`config.mk`:
```
export PLATFORM = sky130hd
export DESIGN_NAME = tblp_permuter
export DESIGN_NICKNAME = d
export VERILOG_FILES = /design/src/rtl/tblp_pkg.sv /design/src/rtl/tblp_lane.sv /design/src/rtl/tblp_stage.sv /design/src/rtl/tblp_permuter.sv
export SDC_FILE = /design/constraint.sdc
export NUM_CORES = 1
export LEC_CHECK = 0
export BUFFER_PORTS_ARGS = -buffer_cell sky130_fd_sc_hd__buf_2
export CELL_PAD_IN_SITES_DETAIL_PLACEMENT = 1
export CELL_PAD_IN_SITES_GLOBAL_PLACEMENT = 1
export CORE_MARGIN = 5
export CORE_UTILIZATION = 33
export CTS_CLUSTER_DIAMETER = 150
export DETAILED_ROUTE_END_ITERATION = 7
export PLACE_DENSITY = 0.7
export SETUP_SLACK_MARGIN = 0.5
export SLEW_MARGIN = 20
export SYNTH_ARGS = -nofsm -noshare
export SYNTH_HDL_FRONTEND = slang
export SYNTH_HIERARCHICAL = 1
export SYNTH_SLANG_ARGS = --single-unit
```
`constraint.sdc`:
```
create_clock -name clk -period 2.53 [get_ports clk]
set_input_delay 0.253 -clock clk [delete_from_list [all_inputs] [get_ports clk]]
set_output_delay 0.253 -clock clk [all_outputs]
set_load 0.02 [all_outputs]
```
`src/rtl/tblp_pkg.sv`:
```
package tblp_pkg;

  localparam int unsigned BYTE_W = 8;
  localparam int unsigned ENTRY_W = 64;
  localparam int unsigned BYTES_PER_ENTRY = ENTRY_W / BYTE_W;

  // Clamp a raw length request to the table capacity.
  function automatic int unsigned clamp_len(input int unsigned raw_len,
                                            input int unsigned cap);
    return (raw_len > cap) ? cap : raw_len;
  endfunction

  // Hit test: unsigned index strictly below the effective length.
  function automatic logic idx_in_range(input int unsigned idx,
                                        input int unsigned eff_len);
    return idx < eff_len;
  endfunction

endpackage

```
`src/rtl/tblp_lane.sv`:
```
module tblp_lane #(
  parameter int unsigned ENTRIES = 4,
  parameter int unsigned LEN_W   = 6
) (
  input  logic [7:0]                  lane_idx,
  input  logic [LEN_W-1:0]            eff_len,
  input  logic [ENTRIES*64-1:0]       table_flat,
  input  logic [7:0]                  fallback_byte,
  output logic                        lane_hit,
  output logic [7:0]                  lane_byte
);
  localparam int unsigned MAX_BYTES = ENTRIES * tblp_pkg::BYTES_PER_ENTRY;
  localparam int unsigned ADDR_W    = (MAX_BYTES > 1) ? $clog2(MAX_BYTES) : 1;

  logic [ADDR_W-1:0] byte_addr;
  logic [7:0]        table_byte;

  assign byte_addr  = lane_idx[ADDR_W-1:0];
  assign table_byte = table_flat[byte_addr*8 +: 8];
  assign lane_hit   = tblp_pkg::idx_in_range(32'(lane_idx), 32'(eff_len));
  assign lane_byte  = lane_hit ? table_byte : fallback_byte;

endmodule

```
`src/rtl/tblp_stage.sv`:
```
module tblp_stage #(
  parameter int unsigned W       = 32,
  parameter bit          REG_OUT = 1'b1
) (
  input  logic         clk,
  input  logic         rst_n,
  input  logic         d_valid,
  input  logic [W-1:0] d,
  output logic         q_valid,
  output logic [W-1:0] q
);
  generate
    if (REG_OUT) begin : g_reg
      always_ff @(posedge clk) begin
        if (!rst_n) begin
          q_valid <= 1'b0;
          q       <= '0;
        end else begin
          q_valid <= d_valid;
          if (d_valid) q <= d;
        end
      end
    end else begin : g_comb
      assign q_valid = d_valid;
      assign q       = d;
    end
  endgenerate

endmodule

```
`src/rtl/tblp_permuter.sv`:
```
module tblp_permuter #(
  parameter int unsigned LANES   = 4,
  parameter int unsigned ENTRIES = 4,
  parameter bit          REG_OUT = 1'b1
) (
  input  logic                                  clk,
  input  logic                                  rst_n,
  input  logic                                  in_valid,
  input  logic [LANES*8-1:0]                    sel_word,
  input  logic [LANES*8-1:0]                    fallback_word,
  input  logic [ENTRIES*64-1:0]                 table_flat,
  input  logic [$clog2(ENTRIES*8+1)-1:0]        table_len,
  output logic                                  out_valid,
  output logic [LANES*8-1:0]                    result
);
  localparam int unsigned WORD_W    = LANES * tblp_pkg::BYTE_W;
  localparam int unsigned MAX_BYTES = ENTRIES * tblp_pkg::BYTES_PER_ENTRY;
  localparam int unsigned LEN_W     = $clog2(MAX_BYTES + 1);

  logic [LEN_W-1:0]  eff_len;
  logic [LANES-1:0]  lane_hit;
  logic [WORD_W-1:0] gathered;

  assign eff_len = LEN_W'(tblp_pkg::clamp_len(32'(table_len), MAX_BYTES));

  generate
    for (genvar k = 0; k < LANES; k++) begin : g_lane
      tblp_lane #(.ENTRIES(ENTRIES), .LEN_W(LEN_W)) lane_i (
        .lane_idx     (sel_word[k*8 +: 8]),
        .eff_len      (eff_len),
        .table_flat   (table_flat),
        .fallback_byte(fallback_word[k*8 +: 8]),
        .lane_hit     (lane_hit[k]),
        .lane_byte    (gathered[k*8 +: 8])
      );
    end
  endgenerate

  tblp_stage #(.W(WORD_W), .REG_OUT(REG_OUT)) stage_i (
    .clk    (clk),
    .rst_n  (rst_n),
    .d_valid(in_valid),
    .d      (gathered),
    .q_valid(out_valid),
    .q      (result)
  );

  generate
    if (REG_OUT) begin : g_chk
      p_strobe_on_r7: assert property (@(posedge clk) disable iff (!rst_n)
        in_valid |=> out_valid);
      p_strobe_off_r8: assert property (@(posedge clk) disable iff (!rst_n)
        !in_valid |=> !out_valid);
      p_hold_r8: assert property (@(posedge clk) disable iff (!rst_n)
        !in_valid |=> $stable(result));
      p_empty_table_r5: assert property (@(posedge clk) disable iff (!rst_n)
        (in_valid && table_len == '0) |-> (lane_hit == '0));
      for (genvar k = 0; k < LANES; k++) begin : g_lane_chk
        p_miss_fallback_r4: assert property (@(posedge clk) disable iff (!rst_n)
          (in_valid && !lane_hit[k]) |=>
            result[k*8 +: 8] == $past(fallback_word[k*8 +: 8]));
        p_hit_table_r3: assert property (@(posedge clk) disable iff (!rst_n)
          (in_valid && lane_hit[k]) |=>
            result[k*8 +: 8] ==
              8'($past(table_flat) >> (8 * $past(32'(sel_word[k*8 +: 5])))));
      end
    end
  endgenerate

endmodule

```
## Word level (Yosys, flattened, before mapping)

Index checks and enable logic that the tools add are counted.

- Flip-flop bits (word level): 33
- Input bits: 329
- Output and inout bits: 33

- Order comparisons: 5
- Shift operators: 4
- Muxes and demuxes: 5

Operators with widths:

| kind | number |
|---|---|
| $shiftx A256 B9 Y8 | 4 |
| $lt A8 B6 Y1 | 4 |
| $mux W8 | 4 |
| $gt A6 B6 Y1 const B | 1 |
| $mux W6 | 1 |

## Logic depth before layout (Yosys ltp)

- Depth in word-level cells: 4
- Gate-level depth with buffers: 12

## By module

Netlist, hierarchy kept.

By module, submodules not included:

| module | times used | cells each | area each (µm²) | sequential area each (µm²) |
|---|---|---|---|---|
| tblp_lane | 4 | 220 | 2488.6 | 0.0 |
| tblp_stage | 1 | 105 | 1270.0 | 660.6 |
| tblp_permuter | 1 | 6 | 35.0 | 0.0 |

## Least setup slack after synthesis

Ideal clock, no wire load.

- Kind: in2reg
- Start point: input table_len[4]
- End point: register stage_i.q[0]
- Library setup time: 0.116 ns
- Arrival time: 2.048 ns
- Path slack: 0.366 ns
- Stages on the path: 11
- Buffers on the path: 1
- Path through: nor2b_1 -> inv_1 -> ha_1 -> a21o_1 -> a2111oi_0 -> o21a_1 -> buf_4 -> mux2i_1 -> o21ai_0 -> mux2i_1 -> nor2b_1

- Word-level cells in the longest chain between the ends: 4

RTL lines:

| what | line | source |
|---|---|---|
| from (decl) | tblp_permuter.sv:12 | `input logic [$clog2(ENTRIES*8+1)-1:0] table_len,` |
| $gt A6 B6 Y1 | tblp_pkg.sv:10 | `return (raw_len > cap) ? cap : raw_len;` |
| $mux W6 (*) | tblp_pkg.sv:10 |  |
| $lt A8 B6 Y1 (*) | tblp_pkg.sv:16 | `return idx < eff_len;` |
| $mux W8 (*) | tblp_lane.sv:21 | `assign lane_byte = lane_hit ? table_byte : fallback_byte;` |
| named net gathered[0] | tblp_permuter.sv:22 | `logic [WORD_W-1:0] gathered;` |
| to (signal assigned) | tblp_stage.sv:17 | `q <= '0;` |
| to (signal assigned) | tblp_stage.sv:20 | `if (d_valid) q <= d;` |
| to (decl) | tblp_stage.sv:10 | `output logic [W-1:0] q` |

Mark *: on every way through the listed nets, which the timed path passes. The rest lies on a longest branch.
A chain may end at the register's enable or synchronous reset.

## Worst setup path in the final report

- Start point: input table_len[5]
- End point: register stage_i.q[12]

- Word-level cells in the longest chain between the ends: 4

RTL lines:

| what | line | source |
|---|---|---|
| $gt A6 B6 Y1 | tblp_pkg.sv:10 |  |
| $mux W6 | tblp_pkg.sv:10 |  |
| named net eff_len[4] | tblp_permuter.sv:20 | `logic [LEN_W-1:0] eff_len;` |
| $lt A8 B6 Y1 | tblp_pkg.sv:16 |  |
| named net lane_hit[1] | tblp_permuter.sv:21 | `logic [LANES-1:0] lane_hit;` |
| $mux W8 | tblp_lane.sv:21 |  |
| named net gathered[12] | tblp_permuter.sv:22 |  |

The timed path passes the listed nets, and every way through them passes these cells.

==> results.sh <==
export IMPL_routabilityCongestion=0.956
export IMPL_crit_path_end_kind="register"
export IMPL_antenna_found_initial=20
export IMPL_routed_via_count=12000
export IMPL_ys_warnings_count=6
export IMPL_leakage_nw=6.18
export IMPL_crit_path_start_kind="input port"
export IMPL_skew_ps=0
export IMPL_crit_top_cell="buf_12"
export IMPL_synth_compound_area_frac=0.156
export IMPL_cts_root_buffer="clkbuf_16"
export IMPL_wl_per_cell_microns=32.4
export IMPL_remaining_drc_errors=0
export IMPL_row_count=67
export IMPL_setup_viol=0
export IMPL_yosys_area_share_adder=0.0222
export IMPL_slew_headroom=0.547
export IMPL_slew_violations=0
export IMPL_fin_util=0.431
export IMPL_portBuffers=361
export IMPL_arrival_ps=2400
export IMPL_slowest_stage="a2111oi_4"
export IMPL_die_w_microns=195
export IMPL_drt_wl_total_mm=59.1
export IMPL_dieHeight_microns=195
export IMPL_crit_type="input port to register"
export IMPL_grt_pass1_wl_mm=83.4
export IMPL_async_flop_share=0
export IMPL_clock_fmax_mhz=461
export IMPL_tightest_slew_ps=677
export IMPL_gr_total_overflow=0
export IMPL_dpl_hpwl_mm=46.4
export IMPL_clock_latency_ps=280
export IMPL_synth_edf_count=0
export IMPL_first_global_vias=12300
export IMPL_clockBufferDepth=2
export IMPL_clock_sinks=33
export IMPL_synthMuxAreaShare=0.567
export IMPL_cts_max_level=2
export IMPL_synth_xor_area_frac=0
export IMPL_area_growth_pct=28.7
export IMPL_drt_iter0_drc=1087
export IMPL_rsz0062_at_grt="yes"
export IMPL_period_share=0.858
export IMPL_synth_fp_nets=1340
export IMPL_yosysSeqAreaShare=0.0587
export IMPL_synth_simple_gate_area_frac=0.102
export IMPL_cpPeakStageDelay_ps=320
export IMPL_cts_buffers=5
export IMPL_post_route_min_period_ps=2170
export IMPL_dieArea_sq_um=37900
export IMPL_instances_no_fill=1821
export IMPL_firstDrtPassIters=5
export IMPL_cp_top_family="compound AO/OA/AOI/OAI gates"
export IMPL_path_cells="buf_8, nor2b_4, buf_12, inv_1, ha_4, a21o_1, a2111oi_4, o21a_4, buf_12, buf_4, nor2_1, a31oi_1, mux2i_1, nor2b_1"
export IMPL_placedCellCount=1773
export IMPL_fin_nets=1705
export IMPL_drv_cap=0
export IMPL_postSynthAreaPerCell_sq_um=11.4
export IMPL_io_pins=362
export IMPL_synth_area_sq_um=11300
export IMPL_track_usage=0.291
export IMPL_synthCells=991
export IMPL_grt_start_max_net_pins=37
export IMPL_drive_gt1_frac=0.472
export IMPL_critPathBufInv=5
export IMPL_power_density_nw_per_um2=284
export IMPL_required_ps=2760
export IMPL_cts_tree="built"
export IMPL_ys_flop_type="dfxtp_1"
export IMPL_initial_core_util=0.335
export IMPL_synth_top_family_by_area="multiplexers"
export IMPL_clk_pin_slew_worst_paths_ps=60
export IMPL_ir_drop_uv=288
export IMPL_synth_seq_cells=33
export IMPL_viasPerCell=6.60
export IMPL_core_sq_um=33600
export IMPL_path_max_fanout=6
export IMPL_hold_class="input port to register"
export IMPL_ys_types=43
export IMPL_ant_nets=0
export IMPL_rrSetupSlack_ps=1780
export IMPL_final_hold_violation_count=0
export IMPL_status="finished clean"
state kept, by name, indices dropped and copies added, names as in the netlist:
register and count:
stage_i/q 32, stage_i/q_valid 1
cell type report:
type                            instances  area, sq um
Inverter                               24         95.1
Clock buffer                            5          125
Timing Repair Buffer                  462         3150
Clock inverter                          3         46.3
Sequential cell                        33          661
Fill cell                            3780        19100
Multi-Input combinational cell        830         9820
Antenna cell                           16         40.0
Tap cell                              448          561
layout by cell type, fill, tap and decap left out, types with 12 or more instances in the layout:
cell type	Yosys	final
a221oi_1	40	38
buf_2	8	355
mux4_2	116	116
nand2b_1	12	12
dfxtp_1	33	33
ha_1	20	15
nand3_1	32	31
buf_4	12	58
a221o_1	12	12
o22ai_1	32	32
nor2b_1	57	53
o21ai_0	24	12
buf_12	11	26
a22oi_1	40	40
nor3_1	16	14
diode_2	0	16
nor2_1	44	40
inv_1	24	21
mux4_1	84	84
nand2_1	36	36
mux2i_1	156	155
kinds of logic (layout without fill, tap and decap cells):
family	count (synthesis)	count (layout)
muxes	356	356
and+or+nand+nor	222	222
buffers and inverters	128	494
AOI/OAI and AO/OA	232	232
adders and majority gates	20	20
DFF	33	33
other	0	16
final timing paths:
| path | start | endpoint | cells past startpoint |
|---|---|---|---|
| min | fallback_word[2] | stage_i/q[2] | 5 |
| max reg2reg | stage_i/q[29] | stage_i/q[29] | 2 |
| min reg2reg | stage_i/q[3] | stage_i/q[3] | 2 |
| max | table_len[5] | stage_i/q[12] | 14 |
worst min-delay path, delay by kind of cell:
kind / cells / cell delay (ps)
buffers and inverters: 1 / 80
muxes: 2 / 120
and+or+nand+nor: 2 / 160
report_power, final:
group	total [mW]	internal (mW)	switching [mW]
Combinational	2.80	1.34	1.47
Sequential	0.586	0.560	0.0259
Clock	0.724	0.466	0.258
Total	4.11	2.36	1.75
through the flow:
| step | total power [mW] | hold WS (ps) | setup TNS (ps) | instance area, sq um | setup WS [ps] |
|---|---|---|---|---|---|
| global placement | 3.11 | 493 | 0 | 13600 | 0.463 |
| finish | 4.11 | 367 | 0 | 14500 | 360 |
| CTS | 4.00 | 362 | 0 | 14200 | 364 |
| detailed placement | 3.17 | 508 | -538 | 13600 | -88.3 |
| global route | 4.27 | 410 | 0 | 14500 | 246 |
| floorplan | 2.14 | 381 | 0 | 11300 | 543 |
cells in the mapped netlist (5+ instances only):
| library cell | count | share of area |
|---|---|---|
| and3_1 | 8 | 0.0044 |
| buf_4 | 12 | 0.0080 |
| o21bai_1 | 8 | 0.0053 |
| buf_6 | 21 | 0.021 |
| a221oi_1 | 40 | 0.031 |
| clkbuf_4 | 8 | 0.0053 |
| nor2_1 | 44 | 0.015 |
| a221o_1 | 12 | 0.011 |
| a21oi_1 | 8 | 0.0036 |
| nor3_1 | 16 | 0.0071 |
| o22a_1 | 8 | 0.0062 |
| a21bo_1 | 8 | 0.0071 |
| o2111ai_1 | 8 | 0.0062 |
| dfxtp_1 | 33 | 0.059 |
| o22ai_1 | 32 | 0.018 |
| buf_8 | 12 | 0.016 |
| nor2b_1 | 57 | 0.032 |
| mux4_1 | 84 | 0.20 |
| buf_2 | 8 | 0.0036 |
| mux2i_1 | 156 | 0.14 |
| clkbuf_1 | 28 | 0.0093 |
| mux4_2 | 116 | 0.23 |
| a31oi_1 | 8 | 0.0044 |
| inv_1 | 24 | 0.0080 |
| and2_1 | 5 | 0.0028 |
| ha_1 | 20 | 0.022 |
| buf_12 | 11 | 0.020 |
| o21ai_0 | 24 | 0.011 |
| a31o_2 | 8 | 0.0062 |
| nand3_1 | 32 | 0.014 |
| nand2b_1 | 12 | 0.0067 |
| a22oi_1 | 40 | 0.027 |
| a21boi_1 | 8 | 0.0053 |
| nand2_1 | 36 | 0.012 |
layer usage:
layer  vias to the layer above  track usage  wire length (microns)
li1                       5018            -                      -
met1                      6048        0.380                  23000
met2                       797        0.489                  28400
met3                       132       0.0518                   5280
met4                        16        0.101                   2330
met5                         -            0                    108
repair_timing:
item	4_1_cts	5_1_grt
gates cloned	4	2
endpoints found under the hold margin	0	0
pin swaps	13	10
endpoints found under the setup margin	32	32
gates resized for setup	45	38
hold buffers	0	0
buffers inserted	13	5
Power figures use the tool's default switching activity.
